## src/rtl/fcp_pkg.sv

```systemverilog
`timescale 1ns/1ps
package fcp_pkg;
  localparam int PG_W      = 2;
  localparam int SRST_BIT  = 7;
  localparam int PWRDN_BIT = 2;
  localparam int BYTE_W    = 8;
  localparam int WORD_W    = 16;

  typedef struct packed {
    logic            srst;
    logic            pwrdn;
    logic [PG_W-1:0] page;
  } cfg_state_t;
endpackage

```

## src/rtl/fcp_rst_sync.sv

```systemverilog
`timescale 1ns/1ps
module fcp_rst_sync (
  input  logic clk,
  input  logic arst_n,
  output logic srst_n
);
  logic [1:0] stage_q;

  always_ff @(posedge clk or negedge arst_n) begin
    if (!arst_n) stage_q <= 2'b00;
    else         stage_q <= {stage_q[0], 1'b1};
  end

  assign srst_n = stage_q[1];
endmodule

```

## src/rtl/fcp_cfg_regs.sv

```systemverilog
`timescale 1ns/1ps
module fcp_cfg_regs
  import fcp_pkg::*;
#(
  parameter int          ADDR_W    = 26,
  parameter int unsigned OPT_ADDR  = 'h4000,
  parameter int unsigned STAT_ADDR = 'h4002
) (
  input  logic                clk,
  input  logic                rst_n,
  input  logic                hw_reset,
  input  logic                host_attr,
  input  logic                host_rd,
  input  logic                host_wr,
  input  logic [ADDR_W-1:0]   host_addr,
  input  logic [BYTE_W-1:0]   wdata,
  output cfg_state_t          cfg,
  output logic [BYTE_W-1:0]   reg_rdata
);
  localparam logic [ADDR_W-1:0] OPT_A  = ADDR_W'(OPT_ADDR);
  localparam logic [ADDR_W-1:0] STAT_A = ADDR_W'(STAT_ADDR);

  logic       hit_opt, hit_stat;
  logic       wr_opt, wr_stat;
  logic       cfg_en;
  cfg_state_t cfg_nxt;

  assign hit_opt  = host_attr && (host_addr == OPT_A);
  assign hit_stat = host_attr && (host_addr == STAT_A);
  assign wr_opt   = host_wr && hit_opt;
  assign wr_stat  = host_wr && hit_stat;
  assign cfg_en   = hw_reset || wr_opt || wr_stat;

  // next-state
  always_comb begin
    cfg_nxt = cfg;
    if (hw_reset) begin
      cfg_nxt = '0;
    end else if (wr_opt) begin
      cfg_nxt.srst = wdata[SRST_BIT];
      if (wdata[SRST_BIT] || cfg.srst) begin
        cfg_nxt.page  = '0;
        cfg_nxt.pwrdn = 1'b0;
      end else begin
        cfg_nxt.page = wdata[PG_W-1:0];
      end
    end else if (wr_stat && !cfg.srst) begin
      cfg_nxt.pwrdn = wdata[PWRDN_BIT];
    end
  end

  // register
  always_ff @(posedge clk or negedge rst_n) begin
    if (!rst_n)      cfg <= '0;
    else if (cfg_en) cfg <= cfg_nxt;
  end

  // read-back
  always_comb begin
    reg_rdata = '0;
    if (host_rd && hit_opt) begin
      reg_rdata[SRST_BIT]   = cfg.srst;
      reg_rdata[PG_W-1:0]   = cfg.page;
    end else if (host_rd && hit_stat) begin
      reg_rdata[PWRDN_BIT]  = cfg.pwrdn;
    end
  end

  a_r3_srst_defaults: assert property (@(posedge clk) disable iff (!rst_n)
    cfg.srst |-> (cfg.page == '0) && !cfg.pwrdn);

  a_r9_hw_clears: assert property (@(posedge clk) disable iff (!rst_n)
    hw_reset |=> (cfg == '0));

  a_r3_stat_ignored: assert property (@(posedge clk) disable iff (!rst_n)
    (wr_stat && cfg.srst && !hw_reset) |=> !cfg.pwrdn);

  a_r4_page_load: assert property (@(posedge clk) disable iff (!rst_n)
    (wr_opt && !cfg.srst && !wdata[SRST_BIT] && !hw_reset)
      |=> (cfg.page == $past(wdata[PG_W-1:0])));
endmodule

```

## src/rtl/fcp_ce_decode.sv

```systemverilog
`timescale 1ns/1ps
module fcp_ce_decode
  import fcp_pkg::*;
#(
  parameter int NUM_PAGES = 3,
  parameter int SEL_W     = 1,
  localparam int PAIRS_PER_PAGE = 1 << SEL_W,
  localparam int NUM_PAIRS      = NUM_PAGES * PAIRS_PER_PAGE
) (
  input  logic                   clk,
  input  logic                   rst_n,
  input  logic                   access_en,
  input  logic [PG_W-1:0]        page,
  input  logic [SEL_W-1:0]       pair_sel,
  input  logic                   byte_mode,
  input  logic                   odd,
  output logic [2*NUM_PAIRS-1:0] ce_n
);
  logic [31:0] tgt;
  logic        page_ok;
  logic        lo_lane, hi_lane;

  always_comb begin
    tgt = 32'(page) * 32'(PAIRS_PER_PAGE) + 32'(pair_sel);
  end

  assign page_ok = 32'(page) < 32'(NUM_PAGES);
  assign lo_lane = !byte_mode || !odd;
  assign hi_lane = !byte_mode || odd;

  for (genvar p = 0; p < NUM_PAIRS; p++) begin : g_pair
    logic hit;
    assign hit           = access_en && page_ok && (tgt == 32'(p));
    assign ce_n[2*p]     = !(hit && lo_lane);
    assign ce_n[2*p+1]   = !(hit && hi_lane);
  end

  a_r7_dead_page: assert property (@(posedge clk) disable iff (!rst_n)
    (32'(page) >= 32'(NUM_PAGES)) |-> (&ce_n));

  a_r5_one_pair: assert property (@(posedge clk) disable iff (!rst_n)
    $countones(~ce_n) <= 2);

  a_r6_byte_single: assert property (@(posedge clk) disable iff (!rst_n)
    byte_mode |-> $countones(~ce_n) <= 1);
endmodule

```

## src/rtl/flash_page_ctrl.sv

```systemverilog
`timescale 1ns/1ps
module flash_page_ctrl
  import fcp_pkg::*;
#(
  parameter int          HOST_AW   = 26,
  parameter int          PAIR_AW   = 25,
  parameter int          NUM_PAGES = 3,
  parameter int unsigned OPT_ADDR  = 'h4000,
  parameter int unsigned STAT_ADDR = 'h4002,
  localparam int SEL_W     = HOST_AW - PAIR_AW,
  localparam int NUM_PAIRS = NUM_PAGES * (1 << SEL_W),
  localparam int CE_W      = 2 * NUM_PAIRS
) (
  input  logic               clk,
  input  logic               rst_n,
  input  logic               hw_reset,
  input  logic               host_attr,
  input  logic               host_rd,
  input  logic               host_wr,
  input  logic               host_byte,
  input  logic [HOST_AW-1:0] host_addr,
  input  logic [WORD_W-1:0]  host_wdata,
  output logic [WORD_W-1:0]  host_rdata,
  output logic [PG_W-1:0]    page_num,
  output logic [CE_W-1:0]    dev_ce_n,
  output logic [PAIR_AW-2:0] dev_addr,
  output logic               dev_oe_n,
  output logic               dev_we_n,
  output logic               dev_rst_n,
  output logic [WORD_W-1:0]  dev_wdata,
  input  logic [WORD_W-1:0]  dev_rdata
);
  logic              rst_n_s;
  cfg_state_t        cfg;
  logic [BYTE_W-1:0] reg_rdata;
  logic              dev_hold, page_ok, arr_req, arr_en, rd_en, wr_en;
  logic              odd;

  fcp_rst_sync u_rst (
    .clk    (clk),
    .arst_n (rst_n),
    .srst_n (rst_n_s)
  );

  fcp_cfg_regs #(
    .ADDR_W    (HOST_AW),
    .OPT_ADDR  (OPT_ADDR),
    .STAT_ADDR (STAT_ADDR)
  ) u_regs (
    .clk       (clk),
    .rst_n     (rst_n_s),
    .hw_reset  (hw_reset),
    .host_attr (host_attr),
    .host_rd   (host_rd),
    .host_wr   (host_wr),
    .host_addr (host_addr),
    .wdata     (host_wdata[BYTE_W-1:0]),
    .cfg       (cfg),
    .reg_rdata (reg_rdata)
  );

  assign odd      = host_addr[0];
  assign dev_hold = hw_reset || cfg.srst || cfg.pwrdn || !rst_n_s;
  assign page_ok  = 32'(cfg.page) < 32'(NUM_PAGES);
  assign arr_req  = !host_attr && (host_rd || host_wr);
  assign arr_en   = arr_req && !dev_hold && page_ok;
  assign rd_en    = arr_en && host_rd && !host_wr;
  assign wr_en    = arr_en && host_wr;

  fcp_ce_decode #(
    .NUM_PAGES (NUM_PAGES),
    .SEL_W     (SEL_W)
  ) u_ce (
    .clk       (clk),
    .rst_n     (rst_n_s),
    .access_en (arr_en),
    .page      (cfg.page),
    .pair_sel  (host_addr[HOST_AW-1:PAIR_AW]),
    .byte_mode (host_byte),
    .odd       (odd),
    .ce_n      (dev_ce_n)
  );

  assign dev_rst_n = !dev_hold;
  assign dev_oe_n  = !rd_en;
  assign dev_we_n  = !wr_en;
  assign dev_addr  = host_addr[PAIR_AW-1:1];
  assign page_num  = cfg.page;
  assign dev_wdata = host_byte ? {2{host_wdata[BYTE_W-1:0]}} : host_wdata;

  always_comb begin
    host_rdata = '0;
    if (host_attr && host_rd) begin
      host_rdata[BYTE_W-1:0] = reg_rdata;
    end else if (arr_req && host_rd && !host_wr) begin
      if (!rd_en)        host_rdata = '1;
      else if (host_byte) host_rdata[BYTE_W-1:0] = odd ? dev_rdata[WORD_W-1:BYTE_W]
                                                       : dev_rdata[BYTE_W-1:0];
      else               host_rdata = dev_rdata;
    end
  end

  a_r2_hold_blocks: assert property (@(posedge clk) disable iff (!rst_n_s)
    !dev_rst_n |-> (&dev_ce_n) && dev_oe_n && dev_we_n);

  a_r9_hw_ce_off: assert property (@(posedge clk) disable iff (!rst_n_s)
    hw_reset |-> (&dev_ce_n));

  a_r10_strobe_excl: assert property (@(posedge clk) disable iff (!rst_n_s)
    !(!dev_oe_n && !dev_we_n));

  a_r7_dead_ones: assert property (@(posedge clk) disable iff (!rst_n_s)
    (!host_attr && host_rd && !host_wr && (&dev_ce_n)) |-> (host_rdata == '1));
endmodule

```

## config.mk

```make
export PLATFORM = sky130hd
export DESIGN_NAME = flash_page_ctrl
export DESIGN_NICKNAME = d
export VERILOG_FILES = /design/src/rtl/fcp_pkg.sv /design/src/rtl/fcp_rst_sync.sv /design/src/rtl/fcp_cfg_regs.sv /design/src/rtl/fcp_ce_decode.sv /design/src/rtl/flash_page_ctrl.sv
export SDC_FILE = /design/constraint.sdc
export NUM_CORES = 1
export LEC_CHECK = 0
export BUFFER_PORTS_ARGS = -buffer_cell sky130_fd_sc_hd__buf_4
export CORE_UTILIZATION = 40
export DETAILED_ROUTE_END_ITERATION = 8
export PLACE_DENSITY = 0.88
export SKIP_CTS_REPAIR_TIMING = 1
export SLEW_MARGIN = 10
export SYNTH_ARGS = -nofsm -noshare
export SYNTH_HDL_FRONTEND = slang
export SYNTH_HIERARCHICAL = 1
export SYNTH_SLANG_ARGS = --single-unit
```

## constraint.sdc

```tcl
create_clock -name clk -period 4.07 [get_ports clk]
set_clock_uncertainty 0.2 [all_clocks]
set_input_delay 1.0175 -clock clk [delete_from_list [all_inputs] [get_ports clk]]
set_output_delay 1.0175 -clock clk [all_outputs]
set_load 0.02 [all_outputs]
```

==> out/metrics.csv <==
stage,metric,value,unit
yosys,synthesized area divided by synthesized cell count,8.01,um2
global_routing,largest net degree at the start of global routing,35,
place,final weighted congestion in routability-driven placement,0.801,
global_routing,total grt overflow,0,
place,worst slack at placement,323,ps
clocking,clock insertion delay at the later pin of the skew report,240,ps
die,core outline area,3340,um2
detailed_routing,first drt pass iteration count,4,
pwr,power density over the cells,146,nW/um2
sta,final critical delay including setup and external delays,3780,ps
yosys,post-synthesis cell type with the largest combined area,buf_4,
yosys,"Distinct cells, synth",34,
yosys,most used flip-flop cell after synthesis,dfrtp_1,
layout,ratio of cells with drive above 1 in the final layout,0.625,
sta,worst rel slew slack,0.667,
worst_hold_path,path class of the lowest-slack min-delay path,register to register,
yosys,top area cells in the synthesized netlist,"buf_4, dfrtp_1, nand4_1",
layout,final core utilization,0.670,
layout,area growth from synthesis to layout,60.4,%
sta,number of endpoints with negative hold slack in the final report,0,
layout,number of nets in the layout,344,
pwr,leakage power,1.06,nW
critical_path,maximum fanout encountered on the critical timing path,4,
sta,final number of max-transition violations,0,
job,# Max-Cap Violations,0,
die,die area,3720,um2
die,IO Pins,138,
pwr,"IR drop worst, VDD",0.0000749,V
clocking,"Reg clk slew, reported paths",40,ps
clocking,CTS tree,built,
critical_path,data required time at the worst endpoint,2850,ps
sta,post-layout worst setup margin,293,ps
yosys,Commonest cells post-synth,"buf_4, nand4_1, nand3_1",
die,Die W,61.0,um
global_routing,total global-route track usage,0.209,
yosys,cells after synthesis,174,
global_routing,via count of the first global-routing pass,1392,
detailed_routing,residual antenna-violating net count after detailed routing,0,
yosys,fraction of post-synthesis cell area in the top cell type by area,0.194,
sta,final setup violation count,0,
layout,antenna diode instance count,0,
place,Port Buffer Count,137,
critical_path,type of the setup path with the least slack,input port to primary output,
die,starting utilization of the core area,0.418,
sta,Slew @ Worst Pin,496,ps
critical_path,category of the worst setup path launch point,input port,
sta,Final Cycle Share,0.928,
detailed_routing,post-DR vias/cell,5.15,
sta,Final Hold Slack,156,ps
global_routing,antenna violations before repair,0,
outcome,outcome,completed,
yosys,number of flops mapped to enable cells by yosys,0,
yosys,"flops & latches, synth",6,
clocking,CTS Root Buffer Type,clkbuf_4,
detailed_routing,drt first-iter violations,44,
critical_path,critical path arrival,2560,ps
detailed_routing,DRT Wirelength,4180,um
yosys,cell area after synthesis,1390,um2
sta,unrepaired setup endpoints after global routing,no,
sta,Setup TNS Final,0,ps
clocking,number of buffers added by the clock tree synthesis step,3,
detailed_routing,drt drc,0,
critical_path,capturing element type of the critical path,primary output,
detailed_routing,via count,1663,
die,row count,21,
clocking,number of clock sinks,6,
clocking,level count of the clock H-tree,1,
yosys,most frequent cell after synthesis,buf_4,
detailed_routing,post-DR wirelength/cell,12.9,um
die,height of the die,61.0,um
sta,upper clock frequency limit,265,MHz
clocking,number of buffers on the longest clock path,2,
place,Detail Placement HPWL,3440,um
yosys,share of async-settable or async-resettable flops after synthesis,1.00,
yosys,sequential cell area fraction in the yosys report,0.108,
yosys,count of synthesis-stage warnings from yosys,6,
global_routing,global-route wire length before repair,5910,um
[state kept, by name (all words and copies together), names as in the netlist]
name and count:
u_regs/cfg 4, u_rst/stage_q 2
[cell type report]
cell class                 instances  area, um2
clock buffer                       3       22.5
sequential                         6        150
timing repair buffer             141       1060
fill                             305       1100
inverter                           1       3.75
multi-input combinational        126        941
tap                               46       57.6
[worst paths after layout]
kind | startpoint | to | slack [ps] | depth (start not counted)
worst min-delay path | u_rst/stage_q[0] | u_rst/stage_q[1] | 160 | 0
worst min register to register | u_rst/stage_q[0] | u_rst/stage_q[1] | 160 | 0
worst max-delay path | host_addr[17] | host_rdata[0] | 290 | 7
max in group asynchronous | u_rst/stage_q[1] | u_regs/cfg[3] | 3040 | 1
min in group asynchronous | rst_n | u_rst/stage_q[0] | 350 | 1
worst max register to register | u_regs/cfg[3] | u_regs/cfg[2] | 2500 | 4
[kinds of logic (layout without fill, tap and decap cells)]
logic type / count (synthesis) / in the layout / share of synthesized area
AOI/OAI and AO/OA: 33 / 33 / 0.169
buffers and inverters: 45 / 145 / 0.225
DFF: 6 / 6 / 0.108
muxes: 9 / 9 / 0.0727
other: 2 / 5 / 0.00539
and+or+nand+nor: 79 / 79 / 0.420
[report_power, final]
group / leakage, nW / switching (mW) / internal (mW)
clock network: 0.0138 / 0.0212 / 0.0333
registers: 0.0792 / 0.000484 / 0.0609
logic: 0.967 / 0.104 / 0.107
[stage by stage]
stage	std cells	instance area, um2	power (mW)
floorplan	177	1410	0.182
global placement	319	2200	0.271
detailed placement	319	2200	0.272
CTS	322	2230	0.329
global route	323	2240	0.346
finish	323	2240	0.326
[critical path: stages]
cell and delay (ps):
buf_4 110, nor4_2 490, nand3_1 200, nor4_2 290, and2_1 180, a22o_1 130
buf_4 130
[placed cells by master, fill, tap and decap left out, types with 5 or more instances in the layout]
master	instances
nand2b_1	9
mux2_2	9
a21bo_2	8
and2_1	6
nand3_1	17
conb_1	5
nor2_1	5
a21oi_1	13
nand4_1	18
buf_4	140
dfrtp_1	6
a22o_1	8
[layer usage]
layer | track usage | vias up | wire [um]
li1 | - | 812 | -
met1 | 0.228 | 755 | 1600
met2 | 0.407 | 94 | 2230
met3 | 0.0147 | 2 | 326
met4 | 0.0942 | 0 | 27
met5 | 0 | - | 0
(Power assumes the default switching activity.)
